`config.mk`:
```
export PLATFORM = sky130hd
export DESIGN_NAME = da_filter
export DESIGN_NICKNAME = d
export VERILOG_FILES = /design/src/rtl/da_filter_pkg.sv /design/src/rtl/da_cam_store.sv /design/src/rtl/da_cam_loader.sv /design/src/rtl/da_match_decide.sv /design/src/rtl/da_filter.sv
export SDC_FILE = /design/constraint.sdc
export NUM_CORES = 1
export LEC_CHECK = 0
export BUFFER_PORTS_ARGS = -buffer_cell sky130_fd_sc_hd__buf_2
export CORE_MARGIN = 2
export CORE_UTILIZATION = 50
export CTS_BUF_LIST = sky130_fd_sc_hd__clkbuf_2 sky130_fd_sc_hd__clkbuf_4 sky130_fd_sc_hd__clkbuf_8
export CTS_CLUSTER_SIZE = 8
export DETAILED_ROUTE_END_ITERATION = 16
export PLACE_DENSITY_LB_ADDON = 0.15
export SLEW_MARGIN = 20
export SYNTH_ARGS = -nofsm -noshare
export SYNTH_HDL_FRONTEND = slang
export SYNTH_SLANG_ARGS = --single-unit
```
`constraint.sdc`:
```
create_clock -name clk -period 5.3 [get_ports clk]
set_input_delay 0.265 -clock clk [delete_from_list [all_inputs] [get_ports clk]]
set_output_delay 0.265 -clock clk [all_outputs]
set_load 0.02 [all_outputs]
```
`src/rtl/da_filter_pkg.sv`:
```
// Package: shared widths, loader state encoding and verdict type for the
// destination address filter.
package da_filter_pkg;
    localparam int MAC_BYTES       = 6;
    localparam int MAC_W           = 8 * MAC_BYTES;
    localparam int WORD_W          = 16;
    localparam int WORDS_PER_ENTRY = MAC_W / WORD_W;

    typedef logic [MAC_W-1:0] mac_t;

    typedef enum logic [1:0] {
        LD_IDLE  = 2'd0,
        LD_ENTRY = 2'd1,
        LD_MASK  = 2'd2
    } ld_state_e;

    typedef struct packed {
        logic accept;
        logic mcast;
        logic bcast;
    } verdict_t;
endpackage

```
`src/rtl/da_cam_store.sv`:
```
// Module: da_cam_store
// Holds the station table and its enable mask, and produces a hit for the
// address under test. It also drives the gated readback words.
// Assumes: ENTRIES <= WORD_W, because the mask is loaded from one word.
// Table contents have no reset; the mask resets to zero.
module da_cam_store
    import da_filter_pkg::*;
#(
    parameter int ENTRIES = 16,
    parameter int PTR_W   = $clog2(ENTRIES)
) (
    input  logic                             clk,
    input  logic                             rst_n,
    input  logic                             wr_en,
    input  logic [PTR_W-1:0]                 wr_idx,
    input  mac_t                             wr_entry,
    input  logic                             mask_we,
    input  logic [ENTRIES-1:0]               mask_in,
    input  mac_t                             look_addr,
    output logic                             hit,
    input  logic [PTR_W-1:0]                 rd_ptr,
    input  logic                             rd_allow,
    output logic [WORDS_PER_ENTRY*WORD_W-1:0] rd_flat
);
    mac_t               tbl [ENTRIES];
    logic [ENTRIES-1:0] en_mask;
    logic [ENTRIES-1:0] hit_vec;

    // Table write port, driven by the loader.
    always_ff @(posedge clk) begin
        if (wr_en) begin
            tbl[wr_idx] <= wr_entry;
        end
    end

    // Enable mask register, cleared by hardware reset.
    always_ff @(posedge clk) begin
        if (!rst_n) begin
            en_mask <= '0;
        end else if (mask_we) begin
            en_mask <= mask_in;
        end
    end

    // One comparator per entry, each qualified by its mask bit.
    for (genvar i = 0; i < ENTRIES; i++) begin : g_cmp
        assign hit_vec[i] = en_mask[i] && (tbl[i] == look_addr);
    end

    // Any enabled exact match counts as a hit.
    always_comb begin
        hit = |hit_vec;
    end

    // Readback words, forced to zero outside reset mode.
    for (genvar k = 0; k < WORDS_PER_ENTRY; k++) begin : g_rd
        assign rd_flat[k*WORD_W +: WORD_W] =
            rd_allow ? tbl[rd_ptr][k*WORD_W +: WORD_W] : '0;
    end
endmodule

```
`src/rtl/da_cam_loader.sv`:
```
// Module: da_cam_loader
// Fills the table from a word stream: three words per entry while the count
// is nonzero, then one word as the enable mask.
// Assumes: the word stream follows the start command; a start command during
// a load is ignored.
module da_cam_loader
    import da_filter_pkg::*;
#(
    parameter int ENTRIES = 16,
    parameter int PTR_W   = $clog2(ENTRIES),
    parameter int CNT_W   = 5
) (
    input  logic               clk,
    input  logic               rst_n,
    input  logic               start,
    input  logic [CNT_W-1:0]   count_in,
    input  logic               word_vld,
    input  logic [WORD_W-1:0]  word,
    input  logic               done_ack,
    output logic               busy,
    output logic               done,
    output logic               wr_en,
    output logic [PTR_W-1:0]   wr_idx,
    output mac_t               wr_entry,
    output logic               mask_we,
    output logic [ENTRIES-1:0] mask_out
);
    localparam int ACC_W   = (WORDS_PER_ENTRY - 1) * WORD_W;
    localparam int WSEL_W  = $clog2(WORDS_PER_ENTRY);
    localparam logic [WSEL_W-1:0] WSEL_LAST = WSEL_W'(WORDS_PER_ENTRY - 1);

    ld_state_e          st;
    logic [CNT_W-1:0]   remain;
    logic [WSEL_W-1:0]  wsel;
    logic [ACC_W-1:0]   acc;

    // Sequencer: idle, then entry words, then the mask word.
    always_ff @(posedge clk) begin
        if (!rst_n) begin
            st     <= LD_IDLE;
            remain <= '0;
            wsel   <= '0;
            wr_idx <= '0;
            acc    <= '0;
        end else begin
            case (st)
                LD_IDLE: begin
                    if (start) begin
                        remain <= count_in;
                        wsel   <= '0;
                        wr_idx <= '0;
                        st     <= (count_in == '0) ? LD_MASK : LD_ENTRY;
                    end
                end
                LD_ENTRY: begin
                    if (word_vld) begin
                        if (wsel == WSEL_LAST) begin
                            wsel   <= '0;
                            wr_idx <= wr_idx + PTR_W'(1);
                            remain <= remain - CNT_W'(1);
                            if (remain == CNT_W'(1)) begin
                                st <= LD_MASK;
                            end
                        end else begin
                            acc[wsel*WORD_W +: WORD_W] <= word;
                            wsel <= wsel + WSEL_W'(1);
                        end
                    end
                end
                LD_MASK: begin
                    if (word_vld) begin
                        st <= LD_IDLE;
                    end
                end
                default: st <= LD_IDLE;
            endcase
        end
    end

    // Sticky completion flag: set when the mask is taken, cleared on ack.
    always_ff @(posedge clk) begin
        if (!rst_n) begin
            done <= 1'b0;
        end else if (mask_we) begin
            done <= 1'b1;
        end else if (done_ack) begin
            done <= 1'b0;
        end
    end

    // Write strobes and data toward the table.
    always_comb begin
        busy     = (st != LD_IDLE);
        wr_en    = (st == LD_ENTRY) && word_vld && (wsel == WSEL_LAST);
        wr_entry = {word, acc};
        mask_we  = (st == LD_MASK) && word_vld;
        mask_out = word[ENTRIES-1:0];
    end
endmodule

```
`src/rtl/da_match_decide.sv`:
```
// Module: da_match_decide
// Assembles the address bytes and applies the mode checks in priority order
// ahead of the table hit. The verdict is registered on the sixth byte.
// Assumes: the table hit for look_addr arrives combinationally.
module da_match_decide
    import da_filter_pkg::*;
(
    input  logic       clk,
    input  logic       rst_n,
    input  logic       byte_vld,
    input  logic       sof,
    input  logic [7:0] byte_in,
    input  logic       promisc,
    input  logic       all_mcast,
    input  logic       bcast_en,
    output mac_t       look_addr,
    input  logic       cam_hit,
    output logic       dec_vld,
    output verdict_t   verdict
);
    localparam int POS_W = $clog2(MAC_BYTES);
    localparam logic [POS_W-1:0] POS_LAST = POS_W'(MAC_BYTES - 1);

    logic [MAC_W-9:0]  collected;
    logic [POS_W-1:0]  pos;
    logic [POS_W-1:0]  cur_pos;
    logic              last;
    verdict_t          nxt;

    // Position of the current byte; a start-of-address byte is byte 0.
    always_comb begin
        cur_pos   = sof ? '0 : pos;
        last      = byte_vld && (cur_pos == POS_LAST);
        look_addr = {byte_in, collected};
    end

    // Byte collection and position counter.
    always_ff @(posedge clk) begin
        if (!rst_n) begin
            pos       <= '0;
            collected <= '0;
        end else if (byte_vld) begin
            if (!last) begin
                collected[{cur_pos, 3'b000} +: 8] <= byte_in;
            end
            pos <= last ? '0 : cur_pos + POS_W'(1);
        end
    end

    // Priority: promiscuous, all-multicast, broadcast, then the table.
    always_comb begin
        nxt = '0;
        if (promisc && !look_addr[0]) begin
            nxt.accept = 1'b1;
        end else if (all_mcast && look_addr[0]) begin
            nxt.accept = 1'b1;
            nxt.mcast  = 1'b1;
        end else if (bcast_en && (&look_addr)) begin
            nxt.accept = 1'b1;
            nxt.bcast  = 1'b1;
        end else if (cam_hit) begin
            nxt.accept = 1'b1;
        end
    end

    // Registered verdict and one-cycle valid pulse.
    always_ff @(posedge clk) begin
        if (!rst_n) begin
            dec_vld <= 1'b0;
            verdict <= '0;
        end else begin
            dec_vld <= last;
            if (last) begin
                verdict <= nxt;
            end
        end
    end
endmodule

```
`src/rtl/da_filter.sv`:
```
// Module: da_filter (top)
// Destination address filter: ties the byte decider, the station table and
// the table loader together.
// Assumes: ctl_in_reset comes from the controller's command state.
module da_filter
    import da_filter_pkg::*;
#(
    parameter int ENTRIES = 16,
    parameter int PTR_W   = $clog2(ENTRIES),
    parameter int CNT_W   = 5
) (
    input  logic               clk,
    input  logic               rst_n,
    input  logic               ctl_in_reset,
    input  logic               mode_promisc,
    input  logic               mode_all_mcast,
    input  logic               mode_bcast,
    input  logic               addr_vld,
    input  logic               addr_sof,
    input  logic [7:0]         addr_byte,
    output logic               verdict_vld,
    output logic               verdict_accept,
    output logic               verdict_mcast,
    output logic               verdict_bcast,
    input  logic               load_start,
    input  logic [CNT_W-1:0]   load_count,
    input  logic               load_word_vld,
    input  logic [WORD_W-1:0]  load_word,
    output logic               load_busy,
    output logic               load_done,
    input  logic               load_done_ack,
    input  logic [PTR_W-1:0]   cam_rd_ptr,
    output logic [WORD_W-1:0]  cam_rd_word0,
    output logic [WORD_W-1:0]  cam_rd_word1,
    output logic [WORD_W-1:0]  cam_rd_word2
);
    mac_t                              look_addr;
    logic                              cam_hit;
    logic                              wr_en;
    logic [PTR_W-1:0]                  wr_idx;
    mac_t                              wr_entry;
    logic                              mask_we;
    logic [ENTRIES-1:0]                mask_val;
    logic [WORDS_PER_ENTRY*WORD_W-1:0] rd_flat;
    verdict_t                          verdict;

    da_match_decide u_decide (
        .clk       (clk),
        .rst_n     (rst_n),
        .byte_vld  (addr_vld),
        .sof       (addr_sof),
        .byte_in   (addr_byte),
        .promisc   (mode_promisc),
        .all_mcast (mode_all_mcast),
        .bcast_en  (mode_bcast),
        .look_addr (look_addr),
        .cam_hit   (cam_hit),
        .dec_vld   (verdict_vld),
        .verdict   (verdict)
    );

    da_cam_store #(.ENTRIES(ENTRIES), .PTR_W(PTR_W)) u_store (
        .clk       (clk),
        .rst_n     (rst_n),
        .wr_en     (wr_en),
        .wr_idx    (wr_idx),
        .wr_entry  (wr_entry),
        .mask_we   (mask_we),
        .mask_in   (mask_val),
        .look_addr (look_addr),
        .hit       (cam_hit),
        .rd_ptr    (cam_rd_ptr),
        .rd_allow  (ctl_in_reset),
        .rd_flat   (rd_flat)
    );

    da_cam_loader #(.ENTRIES(ENTRIES), .PTR_W(PTR_W), .CNT_W(CNT_W)) u_loader (
        .clk      (clk),
        .rst_n    (rst_n),
        .start    (load_start),
        .count_in (load_count),
        .word_vld (load_word_vld),
        .word     (load_word),
        .done_ack (load_done_ack),
        .busy     (load_busy),
        .done     (load_done),
        .wr_en    (wr_en),
        .wr_idx   (wr_idx),
        .wr_entry (wr_entry),
        .mask_we  (mask_we),
        .mask_out (mask_val)
    );

    // Unpack the verdict and the readback words onto the ports.
    always_comb begin
        verdict_accept = verdict.accept;
        verdict_mcast  = verdict.mcast;
        verdict_bcast  = verdict.bcast;
        cam_rd_word0   = rd_flat[0*WORD_W +: WORD_W];
        cam_rd_word1   = rd_flat[1*WORD_W +: WORD_W];
        cam_rd_word2   = rd_flat[2*WORD_W +: WORD_W];
    end
endmodule

```
==> reports/metrics.yaml <==
outcome: "finished clean"
clkTransAtPathRegs_ns: 0.06
routedWlPerCell_um: 51.5
netlist_area_sq_mm: 0.0430
whs_ns: 0.0382
synth.distinct_cells: 62
syn_nets: 2916
cts_max_level: 4
dr.pass1.iters: 6
timing.fmax_mhz: 245
leakagePower_nw: 15.3
period_minus_slack_ns: 4.08
avgSynthCellArea_sq_um: 15.0
dieArea_sq_mm: 0.0883
worstSetupEndpointType: "flop"
grt_pass1_wl_um: 287000
seq_area_frac_synth_pct: 58.7
start_kind: "flop"
holdCritStartpoint: "addr_byte[1]"
internal-power_mw: 11.3
grt_pass1_vias: 29300
cts-root-buf: "clkbuf_8"
vias_per_cell: 7.28
num_rows: 107
post-cts-setup-buffers: 0
totalWireLength_um: 223000
cts_made_buffers: 154
p_comb_share_pct: 7.1
hold_violations: 0
critPathRequiredTime_ns: 6.09
critPathMaxFanout: 2
path_buf_inv: 3
ant_nets: 0
clockPowerShare_pct: 42.9
critPathTopFamily: "simple AND/OR/NAND/NOR gates"
die_y_um: 297
dp_hpwl_um: 166000
coreArea_sq_mm: 0.0851
synth_edf_count: 768
cts.sinks: 877
placed_area_sq_mm: 0.0451
grt.total_usage_pct: 50.1
hold_buffers: 27
dp_cells: 4008
finalInstanceArea_sq_mm: 0.0486
slew_headroom_pct: 4.79
grt_start_max_net_pins: 69
initial_core_util_pct: 50.5
max_stage_delay_ns: 0.95
antenna_found_initial: 43
cp_common_cell: "buf_4"
critPathSlowestCell: "xnor2_1"
fin_cells: 4335
drt_iter0_markers: 6460
rsz0062_at_grt: "false"
crit_chain: "xnor2_1, nand4_1, nor4_1, buf_4, nand4_1, o32ai_1, buf_4, nor4_1, buf_4, a31oi_1"
drv_cap: 0
fin_skew_ns: 0.0358
synthFlopType: "edfxtp_1"
p_per_area_mw_per_mm2: 311
numPortBuffers: 97
clock_path_buffers: 3
tightest_slew_ns: 1.42
gp_congestion: 1.17
fin_tns_setup_ns: 0
critPathKind: "flop to flop"
peakVddDrop_mv: 0.237
detailroute.via_count: 31600
insertion_delay_ns: 0.87
yosysWarnings: 0
min_period_over_period_pct: 77.0
hold_path_class: "primary input to flop"
cts-resized-gates: 0
worstReg2RegStart: "u_store.tbl[13][32]"
arrival_ns: 4.87
layout-drive-gt1-share_pct: 22.8
power_frac_seq_pct: 50.0
num_io_pins: 98
syn_to_final_growth_pct: 13.0
grt-ovfl-total: 0
die_w_um: 297
final_nets: 3107
switching_share_pct: 25.0
synthArstFlopShare_pct: 0
drc: 0
synth_seq_cells: 877
finalPower_mw: 15.1
cts_tree: "yes"
drv_slew: 0
synthesis.instances: 2858
crit_start: "u_store.tbl[13][32]"
setup_viol: 0
p_switching_mw: 3.77
worst min-delay path, delay by kind of cell:
kind	cells	cell delay (ns)
mux	1	0.22
simple gates	1	0.06
buf+inv	1	0.30
power groups by stage:
stage	combinational (mW)	sequential (mW)	clock, mW
6_report	1.07	7.55	6.48
5_1_grt	1.07	7.54	6.72
4_1_cts	1.03	7.54	6.44
3_5_place_dp	1.01	7.68	0
3_3_place_gp	1.00	7.68	0
2_1_floorplan	0.577	7.65	0
layer usage:
metal	track usage, %	wire [um]	share of wire, %	vias to the layer above
met5	0	209	0.094	-
met4	38.8	21800	9.7	32
met3	21.1	34500	15	793
met2	70.7	92600	41	3378
met1	60.6	74300	33	16100
li1	-	-	-	11300
layout by cell type, fill, tap and decap left out, types with 65 or more instances in the layout:
cell type	Yosys	final
buf_4	1	86
xor2_1	326	325
nor4_1	99	93
buf_2	99	92
nand4_1	140	140
dfxtp_1	109	109
xnor2_1	387	386
clkbuf_4	0	65
edfxtp_1	768	768
mux4_2	235	235
and2_1	65	65
clkbuf_8	0	178
nand2_1	103	103
cell families (layout without fill, tap and decap cells):
| family | after synthesis | after routing | synth area share [%] |
|---|---|---|---|
| other | 0 | 18 | 0 |
| AO/OA/AOI/OAI | 163 | 163 | 2.71 |
| XOR/XNOR | 713 | 713 | 14.5 |
| multiplexers | 269 | 269 | 13.3 |
| flip-flops | 877 | 877 | 58.7 |
| AND/OR/NAND/NOR | 573 | 573 | 7.43 |
| buffers and inverters | 249 | 564 | 2.88 |
| adder cells (fa/ha/maj) | 14 | 14 | 0.408 |
cells in the mapped netlist (3+ instances only):
| cell type | number | area (sq um) |
|---|---|---|
| nand3_1 | 40 | 200 |
| dfxtp_1 | 109 | 2180 |
| nor4_1 | 99 | 619 |
| nor2b_1 | 36 | 225 |
| a21oi_1 | 11 | 55.1 |
| nor3_1 | 28 | 140 |
| o32ai_1 | 3 | 26.3 |
| a221oi_1 | 7 | 61.3 |
| nor4b_1 | 3 | 26.3 |
| edfxtp_1 | 768 | 23100 |
| a21boi_0 | 30 | 225 |
| nand4_1 | 140 | 876 |
| buf_2 | 99 | 495 |
| nand2b_1 | 11 | 68.8 |
| o21ai_0 | 30 | 150 |
| buf_6 | 21 | 236 |
| xnor2_1 | 387 | 3390 |
| mux4_2 | 235 | 5290 |
| o221ai_1 | 5 | 43.8 |
| and3_1 | 5 | 31.3 |
| nand2_1 | 103 | 387 |
| a22oi_1 | 8 | 60.1 |
| a22o_1 | 3 | 26.3 |
| o22ai_1 | 17 | 106 |
| buf_1 | 8 | 30.0 |
| and2_1 | 65 | 407 |
| a222oi_1 | 5 | 50.1 |
| a21boi_1 | 20 | 150 |
| mux2i_1 | 28 | 280 |
| ha_1 | 14 | 175 |
| clkbuf_1 | 65 | 244 |
| nor2_1 | 30 | 113 |
| inv_1 | 52 | 195 |
| o2bb2ai_1 | 9 | 78.8 |
| xor2_1 | 326 | 2860 |
| mux4_1 | 5 | 131 |
final cells by class:
| cell class | count | area [sq um] |
|---|---|---|
| antenna | 18 | 45.0 |
| clock inverter | 38 | 183 |
| multi-input combinational | 1732 | 16700 |
| sequential | 877 | 25200 |
| fill | 6804 | 36600 |
| tap | 1144 | 1430 |
| inverter | 54 | 203 |
| clock buffer | 242 | 2920 |
| timing repair buffer | 230 | 1870 |
worst paths after layout:
kind | slack (ns) | depth (start not counted) | end
worst min-delay path | 0.04 | 3 | u_decide.collected[33]
worst max-delay path | 1.22 | 10 | u_decide.verdict[2]
worst min register to register | 0.48 | 2 | u_store.en_mask[12]
worst max register to register | 1.22 | 10 | u_decide.verdict[2]
state kept, by name, indices dropped and copies added (netlist names):
signal,count
u_decide.pos,3
u_loader.wsel,2
u_decide.dec_vld,1
u_loader.st,2
u_decide.collected,40
u_loader.remain,5
u_store.tbl,768
u_loader.done,1
u_loader.wr_idx,4
u_store.en_mask,16
u_loader.acc,32
u_decide.verdict,3
stage by stage:
stage	setup WS [ns]	util (%)
2_1_floorplan	0.391	-
3_3_place_gp	1.49	52.8
3_5_place_dp	1.54	52.9
4_1_cts	1.51	56.9
5_1_grt	1.36	57.0
6_report	1.22	57.0
No activity file was read; power rests on OpenSTA's default activity.
